==> src/rtl/i2cseq_pkg.sv <==
`timescale 1ns/1ps
package i2cseq_pkg;
  localparam int BYTE_W = 8;
  localparam int NSTAT  = 5;
  localparam int REG_AW = 4;
  localparam int REG_DW = 16;

  typedef enum logic [2:0] {
    OP_NONE    = 3'd0,
    OP_START   = 3'd1,
    OP_RESTART = 3'd2,
    OP_STOP    = 3'd3,
    OP_WRITE   = 3'd4,
    OP_READ    = 3'd5
  } cmd_op_e;

  localparam logic [REG_AW-1:0] RA_TARGET = REG_AW'(0);
  localparam logic [REG_AW-1:0] RA_LEN    = REG_AW'(1);
  localparam logic [REG_AW-1:0] RA_AUX    = REG_AW'(2);
  localparam logic [REG_AW-1:0] RA_COUNT  = REG_AW'(3);
  localparam logic [REG_AW-1:0] RA_CTRL   = REG_AW'(4);
  localparam logic [REG_AW-1:0] RA_START  = REG_AW'(5);
  localparam logic [REG_AW-1:0] RA_STATUS = REG_AW'(6);
  localparam logic [REG_AW-1:0] RA_MASK   = REG_AW'(7);

  // status bit positions
  localparam int ST_DONE   = 0;
  localparam int ST_ACKERR = 1;
  localparam int ST_HSNACK = 2;
  localparam int ST_ARB    = 3;
  localparam int ST_RSDONE = 4;

  // start and control bit positions
  localparam int SB_GO    = 0;
  localparam int SB_MULTI = 14;
  localparam int SB_HOLD  = 15;
  localparam int CB_RS    = 0;
  localparam int CB_DIR   = 1;

  typedef struct packed {
    logic [6:0]        addr;
    logic              rd;
    logic [BYTE_W-1:0] wr_len;
    logic [BYTE_W-1:0] rd_len;
    logic [BYTE_W-1:0] count;
    logic              rs;
    logic              dir;
  } cfg_t;
endpackage

==> src/rtl/i2cseq_regs.sv <==
`timescale 1ns/1ps
module i2cseq_regs
  import i2cseq_pkg::*;
#(
  parameter bit AUX_LEN = 1'b0
) (
  input  logic              clk,
  input  logic              rst_n,
  input  logic              reg_we,
  input  logic [REG_AW-1:0] reg_addr,
  input  logic [REG_DW-1:0] reg_wdata,
  input  logic              busy,
  input  logic [NSTAT-1:0]  status,
  output logic [REG_DW-1:0] reg_rdata,
  output cfg_t              cfg,
  output logic              go,
  output logic              multi,
  output logic              hold,
  output logic [NSTAT-1:0]  clr,
  output logic [NSTAT-1:0]  mask
);
  logic [BYTE_W-1:0] target_q;
  logic [REG_DW-1:0] len_q;
  logic [BYTE_W-1:0] count_q;
  logic [1:0]        ctrl_q;
  logic [NSTAT-1:0]  mask_q;
  logic [BYTE_W-1:0] rd_len;
  logic [REG_DW-1:0] aux_view;

  always_ff @(posedge clk or negedge rst_n) begin
    if (!rst_n) begin
      target_q <= '0;
      len_q    <= '0;
      count_q  <= '0;
      ctrl_q   <= '0;
      mask_q   <= '0;
    end else if (reg_we) begin
      case (reg_addr)
        RA_TARGET: target_q <= reg_wdata[BYTE_W-1:0];
        RA_LEN:    len_q    <= reg_wdata;
        RA_COUNT:  count_q  <= reg_wdata[BYTE_W-1:0];
        RA_CTRL:   ctrl_q   <= reg_wdata[1:0];
        RA_MASK:   mask_q   <= reg_wdata[NSTAT-1:0];
        default: ;
      endcase
    end
  end

  // Read length source picked by parameter
  generate
    if (AUX_LEN) begin : g_aux
      logic [BYTE_W-1:0] aux_q;
      always_ff @(posedge clk or negedge rst_n) begin
        if (!rst_n)                          aux_q <= '0;
        else if (reg_we && reg_addr == RA_AUX) aux_q <= reg_wdata[BYTE_W-1:0];
      end
      assign rd_len   = aux_q;
      assign aux_view = REG_DW'(aux_q);
    end else begin : g_packed
      assign rd_len   = len_q[REG_DW-1:BYTE_W];
      assign aux_view = '0;
    end
  endgenerate

  assign cfg.addr   = target_q[6:0];
  assign cfg.rd     = target_q[7];
  assign cfg.wr_len = len_q[BYTE_W-1:0];
  assign cfg.rd_len = rd_len;
  assign cfg.count  = count_q;
  assign cfg.rs     = ctrl_q[CB_RS];
  assign cfg.dir    = ctrl_q[CB_DIR];

  assign go    = reg_we && (reg_addr == RA_START) && reg_wdata[SB_GO] && !busy;
  assign multi = reg_wdata[SB_MULTI];
  assign hold  = reg_wdata[SB_HOLD];
  assign clr   = (reg_we && reg_addr == RA_STATUS) ? reg_wdata[NSTAT-1:0] : '0;
  assign mask  = mask_q;

  always_comb begin
    case (reg_addr)
      RA_TARGET: reg_rdata = REG_DW'(target_q);
      RA_LEN:    reg_rdata = len_q;
      RA_AUX:    reg_rdata = aux_view;
      RA_COUNT:  reg_rdata = REG_DW'(count_q);
      RA_CTRL:   reg_rdata = REG_DW'(ctrl_q);
      RA_STATUS: reg_rdata = REG_DW'(status);
      RA_MASK:   reg_rdata = REG_DW'(mask_q);
      default:   reg_rdata = '0;
    endcase
  end
endmodule

==> src/rtl/i2cseq_status.sv <==
`timescale 1ns/1ps
module i2cseq_status #(
  parameter int NB = 5
) (
  input  logic          clk,
  input  logic          rst_n,
  input  logic [NB-1:0] set,
  input  logic [NB-1:0] clr,
  input  logic [NB-1:0] mask,
  output logic [NB-1:0] status,
  output logic          irq
);
  generate
    for (genvar i = 0; i < NB; i++) begin : g_bit
      always_ff @(posedge clk or negedge rst_n) begin
        if (!rst_n)      status[i] <= 1'b0;
        else if (set[i]) status[i] <= 1'b1;
        else if (clr[i]) status[i] <= 1'b0;
      end

      // an event beats a same-cycle clear
      a_r11_set_wins: assert property (@(posedge clk) disable iff (!rst_n)
        set[i] |=> status[i]);
      // a one written without an event clears the bit
      a_r11_w1c: assert property (@(posedge clk) disable iff (!rst_n)
        (clr[i] && !set[i]) |=> !status[i]);
    end
  endgenerate

  assign irq = |(status & mask);
endmodule

==> src/rtl/i2cseq_fsm.sv <==
`timescale 1ns/1ps
module i2cseq_fsm
  import i2cseq_pkg::*;
(
  input  logic              clk,
  input  logic              rst_n,
  input  logic              go,
  input  logic              multi,
  input  logic              hold,
  input  cfg_t              cfg,
  output logic              busy,
  output logic              cmd_valid,
  input  logic              cmd_ready,
  output logic [2:0]        cmd_op,
  output logic [BYTE_W-1:0] cmd_wdata,
  output logic              cmd_nack,
  input  logic              rsp_valid,
  output logic              rsp_ready,
  input  logic              rsp_ack,
  input  logic              rsp_lost,
  input  logic [BYTE_W-1:0] rsp_data,
  input  logic              tx_valid,
  output logic              tx_ready,
  input  logic [BYTE_W-1:0] tx_data,
  output logic              rx_valid,
  input  logic              rx_ready,
  output logic [BYTE_W-1:0] rx_data,
  output logic [NSTAT-1:0]  ev
);
  typedef enum logic [2:0] {
    S_IDLE, S_CMD, S_RSP, S_TXWAIT, S_RXPUSH, S_END, S_DONE
  } state_e;

  state_e            state;
  cmd_op_e           cur_op;
  logic [BYTE_W-1:0] cur_byte;
  logic              cur_nack;
  logic              is_addr;
  logic              phase_rd;
  logic [BYTE_W-1:0] byte_cnt;
  logic [BYTE_W-1:0] txn_left;
  cfg_t              cfg_q;
  logic              multi_q;
  logic              hold_q;
  logic              held;
  logic              more_after_stop;
  logic              aborting;
  logic [BYTE_W-1:0] rx_q;

  logic              comb;
  logic              cur_rd;
  logic [BYTE_W-1:0] cur_len;
  logic              last_byte;

  assign comb      = cfg_q.dir && cfg_q.rs;
  assign cur_rd    = comb ? phase_rd : cfg_q.rd;
  assign cur_len   = (comb && phase_rd) ? cfg_q.rd_len : cfg_q.wr_len;
  assign last_byte = (byte_cnt + BYTE_W'(1)) == cur_len;

  always_ff @(posedge clk or negedge rst_n) begin
    if (!rst_n) begin
      state           <= S_IDLE;
      cur_op          <= OP_NONE;
      cur_byte        <= '0;
      cur_nack        <= 1'b0;
      is_addr         <= 1'b0;
      phase_rd        <= 1'b0;
      byte_cnt        <= '0;
      txn_left        <= '0;
      cfg_q           <= '0;
      multi_q         <= 1'b0;
      hold_q          <= 1'b0;
      held            <= 1'b0;
      more_after_stop <= 1'b0;
      aborting        <= 1'b0;
      rx_q            <= '0;
      busy            <= 1'b0;
      ev              <= '0;
    end else begin
      ev <= '0;
      case (state)
        S_IDLE: begin
          if (go) begin
            cfg_q           <= cfg;
            multi_q         <= multi;
            hold_q          <= hold;
            busy            <= 1'b1;
            byte_cnt        <= '0;
            phase_rd        <= 1'b0;
            aborting        <= 1'b0;
            more_after_stop <= 1'b0;
            txn_left        <= (cfg.count == '0) ? BYTE_W'(1) : cfg.count;
            cur_op          <= held ? OP_RESTART : OP_START;
            state           <= S_CMD;
          end
        end
        S_CMD: begin
          if (cmd_ready) state <= S_RSP;
        end
        S_RSP: begin
          if (rsp_valid) begin
            if (rsp_lost) begin
              ev[ST_ARB] <= 1'b1;
              held       <= 1'b0;
              state      <= S_DONE;
            end else begin
              case (cur_op)
                OP_START, OP_RESTART: begin
                  held     <= 1'b0;
                  cur_op   <= OP_WRITE;
                  cur_byte <= {cfg_q.addr, cur_rd};
                  is_addr  <= 1'b1;
                  byte_cnt <= '0;
                  state    <= S_CMD;
                end
                OP_WRITE: begin
                  if (!rsp_ack) begin
                    ev[ST_ACKERR] <= 1'b1;
                    aborting      <= 1'b1;
                    cur_op        <= OP_STOP;
                    state         <= S_CMD;
                  end else if (is_addr) begin
                    is_addr <= 1'b0;
                    if (cur_len == '0) begin
                      state <= S_END;
                    end else if (cur_rd) begin
                      cur_op   <= OP_READ;
                      cur_nack <= (cur_len == BYTE_W'(1));
                      state    <= S_CMD;
                    end else begin
                      state <= S_TXWAIT;
                    end
                  end else if (last_byte) begin
                    state <= S_END;
                  end else begin
                    byte_cnt <= byte_cnt + BYTE_W'(1);
                    state    <= S_TXWAIT;
                  end
                end
                OP_READ: begin
                  rx_q  <= rsp_data;
                  state <= S_RXPUSH;
                end
                default: begin
                  if (!aborting && more_after_stop) begin
                    more_after_stop <= 1'b0;
                    cur_op          <= OP_START;
                    state           <= S_CMD;
                  end else begin
                    state <= S_DONE;
                  end
                end
              endcase
            end
          end
        end
        S_TXWAIT: begin
          if (tx_valid) begin
            cur_byte <= tx_data;
            cur_op   <= OP_WRITE;
            state    <= S_CMD;
          end
        end
        S_RXPUSH: begin
          if (rx_ready) begin
            if (last_byte) begin
              state <= S_END;
            end else begin
              byte_cnt <= byte_cnt + BYTE_W'(1);
              cur_op   <= OP_READ;
              cur_nack <= (byte_cnt + BYTE_W'(2)) == cur_len;
              state    <= S_CMD;
            end
          end
        end
        S_END: begin
          if (multi_q) ev[ST_RSDONE] <= 1'b1;
          byte_cnt <= '0;
          state    <= S_CMD;
          if (comb && !phase_rd) begin
            phase_rd <= 1'b1;
            cur_op   <= OP_RESTART;
          end else if (!comb && txn_left > BYTE_W'(1)) begin
            txn_left <= txn_left - BYTE_W'(1);
            if (cfg_q.rs) begin
              cur_op <= OP_RESTART;
            end else begin
              cur_op          <= OP_STOP;
              more_after_stop <= 1'b1;
            end
          end else if (hold_q) begin
            held  <= 1'b1;
            state <= S_DONE;
          end else begin
            cur_op          <= OP_STOP;
            more_after_stop <= 1'b0;
          end
        end
        S_DONE: begin
          ev[ST_DONE] <= 1'b1;
          busy        <= 1'b0;
          state       <= S_IDLE;
        end
        default: state <= S_IDLE;
      endcase
    end
  end

  assign cmd_valid = (state == S_CMD);
  assign cmd_op    = cur_op;
  assign cmd_wdata = cur_byte;
  assign cmd_nack  = cur_nack;
  assign rsp_ready = (state == S_RSP);
  assign tx_ready  = (state == S_TXWAIT);
  assign rx_valid  = (state == S_RXPUSH);
  assign rx_data   = rx_q;

  // a stalled command stays put
  a_r12_cmd_hold: assert property (@(posedge clk) disable iff (!rst_n)
    (cmd_valid && !cmd_ready) |=> (cmd_valid && $stable(cmd_op) && $stable(cmd_wdata) && $stable(cmd_nack)));
  // a stalled read byte stays put
  a_r12_rx_hold: assert property (@(posedge clk) disable iff (!rst_n)
    (rx_valid && !rx_ready) |=> (rx_valid && $stable(rx_data)));
  // completion is never posted with or right after the ACK error
  a_r7_err_first: assert property (@(posedge clk) disable iff (!rst_n)
    ev[ST_ACKERR] |=> !ev[ST_DONE]);
  // busy only drops together with the completion event
  a_r9_busy_done: assert property (@(posedge clk) disable iff (!rst_n)
    $fell(busy) |-> ev[ST_DONE]);
  // nothing is commanded once arbitration is lost
  a_r8_arb_quiet: assert property (@(posedge clk) disable iff (!rst_n)
    ev[ST_ARB] |-> !cmd_valid);
endmodule

==> src/rtl/i2cseq_top.sv <==
`timescale 1ns/1ps
module i2cseq_top
  import i2cseq_pkg::*;
#(
  parameter bit AUX_LEN = 1'b0
) (
  input  logic        clk,
  input  logic        rst_n,
  input  logic        reg_we,
  input  logic [3:0]  reg_addr,
  input  logic [15:0] reg_wdata,
  output logic [15:0] reg_rdata,
  output logic        busy,
  output logic        irq,
  output logic        cmd_valid,
  input  logic        cmd_ready,
  output logic [2:0]  cmd_op,
  output logic [7:0]  cmd_wdata,
  output logic        cmd_nack,
  input  logic        rsp_valid,
  output logic        rsp_ready,
  input  logic        rsp_ack,
  input  logic        rsp_lost,
  input  logic [7:0]  rsp_data,
  input  logic        tx_valid,
  output logic        tx_ready,
  input  logic [7:0]  tx_data,
  output logic        rx_valid,
  input  logic        rx_ready,
  output logic [7:0]  rx_data
);
  cfg_t             cfg;
  logic             go, multi, hold;
  logic [NSTAT-1:0] clr, mask, status, ev;

  i2cseq_regs #(.AUX_LEN(AUX_LEN)) u_regs (
    .clk(clk), .rst_n(rst_n), .reg_we(reg_we), .reg_addr(reg_addr),
    .reg_wdata(reg_wdata), .busy(busy), .status(status), .reg_rdata(reg_rdata),
    .cfg(cfg), .go(go), .multi(multi), .hold(hold), .clr(clr), .mask(mask)
  );

  i2cseq_fsm u_fsm (
    .clk(clk), .rst_n(rst_n), .go(go), .multi(multi), .hold(hold), .cfg(cfg),
    .busy(busy), .cmd_valid(cmd_valid), .cmd_ready(cmd_ready), .cmd_op(cmd_op),
    .cmd_wdata(cmd_wdata), .cmd_nack(cmd_nack), .rsp_valid(rsp_valid),
    .rsp_ready(rsp_ready), .rsp_ack(rsp_ack), .rsp_lost(rsp_lost),
    .rsp_data(rsp_data), .tx_valid(tx_valid), .tx_ready(tx_ready),
    .tx_data(tx_data), .rx_valid(rx_valid), .rx_ready(rx_ready),
    .rx_data(rx_data), .ev(ev)
  );

  i2cseq_status #(.NB(NSTAT)) u_status (
    .clk(clk), .rst_n(rst_n), .set(ev), .clr(clr), .mask(mask),
    .status(status), .irq(irq)
  );
endmodule

==> config.mk <==
export PLATFORM = sky130hd
export DESIGN_NAME = i2cseq_top
export DESIGN_NICKNAME = d
export VERILOG_FILES = /design/src/rtl/i2cseq_pkg.sv /design/src/rtl/i2cseq_regs.sv /design/src/rtl/i2cseq_status.sv /design/src/rtl/i2cseq_fsm.sv /design/src/rtl/i2cseq_top.sv
export SDC_FILE = /design/constraint.sdc
export NUM_CORES = 1
export LEC_CHECK = 0
export ABC_AREA = 1
export BUFFER_PORTS_ARGS = -buffer_cell sky130_fd_sc_hd__buf_2
export CORE_ASPECT_RATIO = 0.7
export CORE_MARGIN = 2
export CORE_UTILIZATION = 50
export CTS_BUF_LIST = sky130_fd_sc_hd__clkbuf_4
export DETAILED_ROUTE_END_ITERATION = 7
export GPL_TIMING_DRIVEN = 0
export PLACE_DENSITY = 0.77
export SETUP_SLACK_MARGIN = 0.5
export SLEW_MARGIN = 30
export SYNTH_ARGS = -nofsm -noshare
export SYNTH_HDL_FRONTEND = slang
export SYNTH_SLANG_ARGS = --single-unit
==> constraint.sdc <==
create_clock -name clk -period 4.5 [get_ports clk]
set_input_delay 0.45 -clock clk [delete_from_list [all_inputs] [get_ports clk]]
set_output_delay 0.45 -clock clk [all_outputs]
set_load 0.01 [all_outputs]
**After elaboration in Yosys (flattened, before gate mapping)**

Index checks and enable logic that the tools add are counted.
Widths: inputs -> output; s select.

- Register bits: 120
- Input port bits: 45
- Output and inout bits: 42
- Logic and storage cells: 259

- Add/subtract/negate cells: 3
- Order comparisons: 1
- Equality and inequality tests: 53
- Multiplexer cells: 116
- Bitwise operators: 2
- Reductions and logical operators: 53

Operators by type and width:

| operator | count |
|---|---|
| $mux 8 | 16 |
| $pmux 16 s6 | 1 |
| $mux 3 | 29 |
| $mux 1 | 52 |
| $pmux 8 s2 | 3 |
| $pmux 8 s4 | 1 |
| $ne 2x2->1 const B | 12 |
| $ne 2x1->1 const B | 11 |
| $reduce_bool 2->1 | 11 |
| $pmux 3 s3 | 2 |
| $pmux 3 s6 | 1 |
| $eq 4x3->1 const B | 4 |
| $eq 8x8->1 | 2 |
| $logic_not 8->1 | 2 |
| $eq 3x3->1 const B | 5 |
| $pmux 3 s5 | 1 |
| $reduce_and 5->1 | 3 |
| $reduce_and 2->1 | 7 |
| $reduce_and 13->1 | 1 |
| $ne 3x3->1 const B | 4 |
| $pmux 1 s2 | 6 |
| $reduce_and 6->1 | 2 |
| $reduce_and 10->1 | 1 |
| $eq 3x2->1 const B | 3 |
| other kinds (31) | 48 |

**Logic depth before layout (Yosys ltp)**

Gate-level depths: netlist (run 1).

- Word-level depth: 12
- Gate-level depth with buffers: 15
- Gate-level depth less buffers: 15

**By module**

From an unflattened synthesis (run 1), not the netlist that was laid out.

- Cell total of the unflattened synthesis: 928
- Area total of the unflattened synthesis: 6820.3 um^2

By module, submodules not included:

| module | instances | cells an instance | area each (um^2) | sequential area each (um^2) |
|---|---|---|---|---|
| i2cseq_fsm | 1 | 627 | 4523.1 | 1926.8 |
| i2cseq_regs | 1 | 275 | 2074.5 | 975.9 |
| i2cseq_status | 1 | 26 | 222.7 | 125.1 |

**Worst setup path before layout (run 1)**

Ideal clock, no wire load.

- Path type: in2out
- From: input port reg_addr[1]
- To: output port reg_rdata[0]
- Data arrival time: 1489 ps
- Data required time: 4050 ps
- Path slack: 2561 ps
- Cell stages on the path: 6
- Path buffers: 1
- Cells stage by stage: inv_1 nand2_1 nor3_1 inv_1 clkbuf_1 o221ai_1

- Word-level cells in the longest chain between the ends: 2
- Elaborated cells between the ends (all ways): 7
- Those cells by class: 5 x eq/ne; 1 x mux; 1 x reduce/logical

Ends and longest elaborated chain:

| element | RTL line | source |
|---|---|---|
| start, declared | i2cseq_top.sv:10 | `input logic [3:0] reg_addr,` |
| $eq 4x3->1, or another cell as far along | i2cseq_regs.sv:80 | `case (reg_addr)` |
| $pmux 16 s6 * | i2cseq_regs.sv:80 |  |
| end, declared | i2cseq_top.sv:12 | `output logic [15:0] reg_rdata,` |

Every way passes the cells marked *; elsewhere a longest branch is shown, timed or not.

**Worst setup path in the final report (run 1)**

Ends and elaborated chain as after synthesis.

==> run_results.csv, run 1 <==
group,metric,value,unit
status,status,"finished clean",
logic_synthesis,synth_ff_type,"dfrtp_1",
clocking,cts_root_buffer,"clkbuf_4",
worst_setup_path,slowest_stage,"nor3_1",
logic_synthesis,synth_area_leader_cell,"dfrtp_1",
clocking,cts_tree,"done",
finish,finalNonFillerCells,1136,
die,start_util,51.96,%
timing,whs,142.1,ps
finish,post-route-util,59.63,%
finish,num_antenna_cells,0,
logic_synthesis,synth_area_per_cell,7.652,µm²
routing,postRouteAntennaNets,0,
clocking,numClockSinks,120,
logic_synthesis,ys_seq_area_share,45.74,%
routing,drt_iter0_drc,762,
logic_synthesis,synth.ff_latch_count,120,
global_route,grt_pass1_vias,5922,
timing,rsz0062_at_grt,"no",
logic_synthesis,synthXorXnorAreaFrac,1.334,%
power_and_ir_drop,leakage,3.906,nW
worst_setup_path,crit_path_max_fanout,10,
worst_setup_path,end_kind,"output port",
global_route,antenna_found_initial,0,
die,io_pins,87,
timing,finalSetupViolCount,0,
clocking,cts_max_path_buffers,2,
logic_synthesis,synth-compound-area-share,13.84,%
clocking,hold_buffers,1,
worst_setup_path,cp.arrival,2210,ps
placed_design,gp_congestion,0.9516,
logic_synthesis,synth_commonest_cells,"nand2_1, dfrtp_1, inv_1, o21ai_0, nor2_1",
global_route,grt_use_total,26.90,%
routing,dr.pass1.iters,7,
routing,drt-total-wl,17710,µm
finish,seqCellArea,3003,µm²
clocking,cts_setup_buffers,0,
placed_design,post_dp_cell_area,7231,µm²
logic_synthesis,synthSimpleGateAreaFrac,28.44,%
routing,drc,0,
timing,setup_tns,0,ps
power_and_ir_drop,p_total,4.117,mW
power_and_ir_drop,power_density,546.5,nW/µm²
worst_setup_path,timing.rr.start,"u_fsm.state[2]",
worst_hold_path,hp-class,"input port to flip-flop",
worst_setup_path,worst-r2r-cell-count,12,
logic_synthesis,ys_types,47,
timing,finalCritPeriodShare,59.19,%
clocking,htreeDepth,4,
finish,stdcell_area,7533,µm²
job,cap_violations,0,
placed_design,dp_slack,1863,ps
worst_setup_path,reg2reg_to,"u_fsm.cmd_op[0]",
logic_synthesis,synth_most_common_cell,"nand2_1",
placed_design,io_buffers,85,
logic_synthesis,yosysWarningCount,0,
timing,finalHoldViolations,0,
routing,viasPerCell,5.438,
logic_synthesis,async_reset_ff_share,100.0,%
die,die_x,141.0,µm
routing,vias,6178,
worst_hold_path,holdPathEnd,"u_fsm.rx_data[3]",
worst_setup_path,worstSetupPathType,"input port to output port",
placed_design,dpl.cell_count,1106,
logic_synthesis,synth_top_cell_area_share,45.74,%
worst_setup_path,crit_path_start_kind,"input port",
finish,synthToLayoutAreaGrowth,14.75,%
worst_hold_path,hp-start,"rsp_data[3]",
global_route,overflow,0,
placed_design,dp_hpwl,13390,µm
worst_setup_path,path_cells,"buf_2 -> inv_1 -> nand2_1 -> nor3_1 -> inv_1 -> clkbuf_1 -> o221ai_1 -> buf_2",
timing,tightest_slew,708.3,ps
timing,slew_headroom,52.28,%
die,num_rows,34,
finish,multi_input_area,3003,µm²
timing,fin_skew,21.78,ps
worst_setup_path,r2r_slack,2250,ps
global_route,met2_usage,38.05,%
timing,final-max-slew-violation-count,0,
finish,drive_gt1_share,17.25,%
die,core,12630,µm²
global_route,top_usage_layer,"met1",
finish,nNetsFinal,1013,
timing,max_freq,375.5,MHz
die,die-area,14080,µm²
logic_synthesis,synthTopCellsByArea,"dfrtp_1, nand2_1, o21ai_0, inv_1, nor2_1",
logic_synthesis,syn_inst,858,
die,fp.dieH,99.87,µm
clocking,worstSkewPairLatency,530,ps
global_route,grt_max_degree,80,
worst_hold_path,whs_path_depth,2,
routing,routedWlPerCell,15.59,µm
logic_synthesis,synth_edf_count,0,
global_route,grt_use_met1,40.97,%
worst_setup_path,crit_required,4050,ps
timing,fin_ws,1837,ps
timing,period_minus_slack,2663,ps
clocking,numCtsBuffers,17,
logic_synthesis,muxShareOfSynthArea,1.372,%
global_route,grt_pass1_wl,29820,µm
global_route,grt_util_met3,6.679,%
power_and_ir_drop,ir_drop,0.2968,mV
logic_synthesis,synth_fa_ha_area_share,0.7623,%
clocking,cts_resized,0,
clocking,clk_pin_slew,110,ps
finish,nFillCells,1153,
logic_synthesis,synth_top_family_by_area,"simple AND/OR/NAND/NOR gates",
logic_synthesis,syn_nets,907,
logic_synthesis,netlist_area,6565,µm²
worst_setup_path,cpPeakStageDelay,510,ps
## cell families after synthesis
group	Yosys count
simple gates	425
compound gates	153
buf+inv	138
flops	120
xor+xnor	10
mux	8
fa+ha+maj	4
## final cells by class
| class | count | share of cell area, % |
|---|---|---|
| buffer | 22 | 1.611 |
| clock buffer | 18 | 1.794 |
| clock inverter | 11 | 2.093 |
| inverter | 116 | 5.813 |
| multi-input combinational | 600 | 39.86 |
| sequential | 120 | 39.86 |
| tap | 162 | 2.691 |
| timing repair buffer | 87 | 6.278 |
## report_power, final
part | internal, mW | switching, mW
Clock | 0.431 | 0.406
Combinational | 0.610 | 1.09
Sequential | 1.36 | 0.221
Total | 2.40 | 1.72
## state kept, by name (all words and copies together) (netlist names), 5 cells and up
signal and flops:
u_regs.count_q 8, u_regs.len_q 16, u_fsm.cmd_wdata 8, u_regs.mask 5
u_fsm.cfg_q 26, u_fsm.txn_left 8, u_fsm.rx_data 8, u_regs.target_q 8
u_fsm.byte_cnt 8
## critical path, delay by kind of cell
family / cells / cell delay, ps
buffers and inverters: 5 / 870
and+or+nand+nor: 2 / 580
AOI/OAI and AO/OA: 1 / 310
## placed cells by master, fill, tap and decap left out, types with 4 or more instances in the layout
cell type	instances
nand2_1	223
bufinv_16	4
o221ai_1	6
clkbuf_4	18
ha_1	4
dfrtp_1	120
o21ai_0	92
nand4_1	11
inv_1	108
buf_2	88
mux2_2	8
clkbuf_1	13
buf_6	4
xor2_1	8
nand2_2	6
a21oi_1	22
nand3_1	48
o22ai_1	5
nor2_1	85
o211ai_1	4
o21a_1	8
nor3_1	24
inv_2	7
nand2_4	4
nor2_2	9
## worst max path at each step
stage                       end        start  cells past startpoint
6_report           reg_rdata[0]  reg_addr[1]                      8
5_1_grt            reg_rdata[0]  reg_addr[1]                      8
3_3_place_gp   u_fsm.rx_data[4]        rst_n                      1
2_1_floorplan      reg_rdata[0]  reg_addr[1]                      6
3_5_place_dp       reg_rdata[1]  reg_addr[1]                      8
4_1_cts            reg_rdata[1]  reg_addr[1]                      8
## per-layer routing
metal  part of all wire (%)  wire length, µm
met1                     49             8596
met3                    9.9             1758
met2                     40             7069
met4                    1.6              288
met5                      0                0
(Power assumes the default switching activity.)
==> inputs of run 2 (changes only) <==
Settings changed: ABC_AREA 1 to 0, PLACE_DENSITY 0.77 to 0.79.
Clock period 4.5 ns to 2.45 ns, I/O delays scaled along.
==> run 2 against run 1 <==
Net effect: non-clock buffer count increased by 87; routed wire length increased by 12%; highest routed layer unchanged; hold slack got worse by 99 ps; clock power increased by 58%; the run now ends with negative setup slack left; total power increased by 26%; global-route usage increased by 0.80 points; first-iteration DRC count decreased by 13%; register-to-register slack got worse by 2400 ps; combinational power decreased by 22%; die area decreased by 0.20%; sequential share of layout area decreased by 5.5 points; setup slack got worse by 2000 ps.
==> run_results.csv, run 2 <==
group,metric,value,unit
finish,num_antenna_cells,0,
placed_design,dp_hpwl,13280,µm
status,violations,"negative setup slack",
logic_synthesis,synth_top_cell_area_share,45.84,%
worst_setup_path,r2r_slack,-120,ps
worst_setup_path,crit_path_start_kind,"flip-flop",
routing,routedWlPerCell,19.98,µm
timing,max_freq,388.4,MHz
logic_synthesis,synth_most_common_cell,"dfrtp_1",
routing,drc,0,
finish,seqCellArea,3015,µm²
timing,finalHoldViolations,0,
logic_synthesis,synth_area_per_cell,10.42,µm²
logic_synthesis,synth_area_leader_cell,"dfrtp_1",
routing,drt-total-wl,19760,µm
global_route,grt_pass1_vias,5708,
timing,tightest_slew,566.9,ps
placed_design,post_dp_cell_area,7323,µm²
finish,post-route-util,69.61,%
logic_synthesis,syn_inst,629,
placed_design,io_buffers,84,
power_and_ir_drop,ir_drop,0.3236,mV
global_route,antenna_found_initial,1,
power_and_ir_drop,power_density,591.9,nW/µm²
logic_synthesis,synthXorXnorAreaFrac,2.960,%
die,fp.dieH,99.77,µm
logic_synthesis,synthTopCellsByArea,"dfrtp_1, mux2_2, mux2i_1, o21ai_0, nand2_1",
die,start_util,52.03,%
finish,finalNonFillerCells,989,
finish,multi_input_area,3785,µm²
global_route,grt_use_total,27.70,%
clocking,cts_max_path_buffers,2,
logic_synthesis,synthSimpleGateAreaFrac,14.97,%
logic_synthesis,netlist_area,6551,µm²
clocking,htreeDepth,4,
worst_setup_path,worst-r2r-cell-count,11,
worst_setup_path,worstSetupPathType,"flip-flop to flip-flop",
finish,nFillCells,889,
placed_design,dpl.cell_count,876,
global_route,grt_max_degree,72,
timing,finalSetupViolCount,12,
finish,stdcell_area,8766,µm²
finish,nNetsFinal,863,
clocking,cts_root_buffer,"clkbuf_4",
finish,final_common_cell,"dfrtp_1",
timing,fin_skew,25.62,ps
finish,drive_gt1_share,43.17,%
worst_hold_path,hp-class,"input port to flip-flop",
job,cap_violations,0,
logic_synthesis,muxShareOfSynthArea,18.56,%
finish,regMostFlops,"u_fsm.cfg_q",
logic_synthesis,synth-compound-area-share,14.13,%
die,core,12590,µm²
worst_setup_path,cp.arrival,3020,ps
logic_synthesis,synth_fa_ha_area_share,0.7639,%
die,num_rows,34,
finish,most-common-layout-cells,"dfrtp_1, buf_2, mux2_2",
status,status,"complete, but fails checks",
routing,drt_iter0_drc,663,
logic_synthesis,synth.ff_latch_count,120,
global_route,grt_pass1_wl,30250,µm
logic_synthesis,ys_seq_area_share,45.84,%
timing,setup_tns,-690.1,ps
global_route,overflow,0,
placed_design,dp_slack,-500.0,ps
logic_synthesis,async_reset_ff_share,100.0,%
logic_synthesis,yosysWarningCount,0,
clocking,numClockSinks,120,
worst_setup_path,end_kind,"flip-flop",
routing,dr.pass1.iters,7,
logic_synthesis,synth_commonest_cells,"dfrtp_1, mux2_2, nand2_1, o21ai_0, nor2_1",
clocking,cts_tree,"done",
worst_hold_path,whs_path_depth,3,
power_and_ir_drop,leakage,4.120,nW
clocking,clk_pin_slew,110,ps
logic_synthesis,synth_top_family_by_area,"multiplexers",
die,io_pins,87,
power_and_ir_drop,p_total,5.189,mW
worst_setup_path,crit_path_max_fanout,7,
worst_setup_path,crit_required,2900,ps
placed_design,gp_congestion,0.9482,
timing,final-max-slew-violation-count,0,
clocking,numCtsBuffers,17,
timing,whs,42.86,ps
logic_synthesis,synth_edf_count,0,
timing,rsz0062_at_grt,"yes",
finish,reg_top3,"u_fsm.cfg_q (26), u_regs.len_q (16)",
logic_synthesis,ys_types,67,
routing,vias,6001,
logic_synthesis,synth_ff_type,"dfrtp_1",
logic_synthesis,syn_nets,678,
routing,viasPerCell,6.068,
timing,slew_headroom,62.21,%
die,die_x,140.8,µm
timing,fin_ws,-124.6,ps
clocking,worstSkewPairLatency,520,ps
finish,synthToLayoutAreaGrowth,33.80,%
die,die-area,14050,µm²
routing,postRouteAntennaNets,0,
timing,finalCritPeriodShare,105.1,%
finish,largest_register_ff_count,26,
timing,period_minus_slack,2575,ps
## run 2: cell count changes after synthesis, sizes merged, moves of 11 or more
cell / previous run / this run
and2: 0 / 11
nand3: 50 / 14
nor2: 98 / 35
o21ai: 93 / 49
mux2i: 0 / 25
nand2: 233 / 50
nor3: 24 / 13
inv: 116 / 15
mux2: 8 / 84
## run 2: kinds of logic after synthesis
group           Yosys count
flops                   120
buf+inv                  45
mux                     109
fa+ha+maj                 4
xor+xnor                 19
compound gates          145
simple gates            187
## run 2: critical path, stage by stage (launching register included)
cell and delay, ps:
dfrtp_1 390, buf_6 130, nand3_4 150, buf_8 170
mux2i_4 310, xor2_2 210, a2bb2oi_2 220, a211oi_4 70
buf_12 160, buf_6 120, or4_1 490, o21ai_1 90
## run 2: cell type report
class	count	area share (%)
multi-input cells	464	43.18
repair buffers	166	13.47
well taps	162	2.312
flip-flops and latches	120	34.40
clock inverters	13	1.228
clock buffers	19	1.627
inverters	15	0.7850
plain buffers	30	2.997
## run 2: power breakdown
part           switching [mW]  total, mW  internal [mW]
Clock                   0.801       1.32          0.516
Combinational           0.630       1.33          0.697
Sequential              0.316       2.54           2.23
Total                    1.75       5.19           3.44
## run 2: routing by layer
metal  global-route usage, %  wire length, µm
met1                   40.75             9011
met5                       0                0
met3                   7.156             1582
met4                   6.769              305
met2                   41.46             8859
## run 2: repair_timing
action	CTS	global route
hold buffers	27	0
pin swaps	9	12
resized for setup	70	87
endpoints found under the hold margin	86	0
endpoints found under the setup margin	89	69
gates cloned	1	0
buffers inserted	22	31
## run 2: final timing paths
kind	from	end
max	u_fsm.cfg_q[1]	u_fsm.byte_cnt[4]
min	tx_data[3]	u_fsm.cmd_wdata[3]
max in group asynchronous	rst_n	u_fsm.busy
min reg2reg	u_fsm.ev[3]	u_status.status[3]
max reg2reg	u_fsm.cfg_q[1]	u_fsm.byte_cnt[4]
min in group asynchronous	rst_n	u_fsm.state[1]
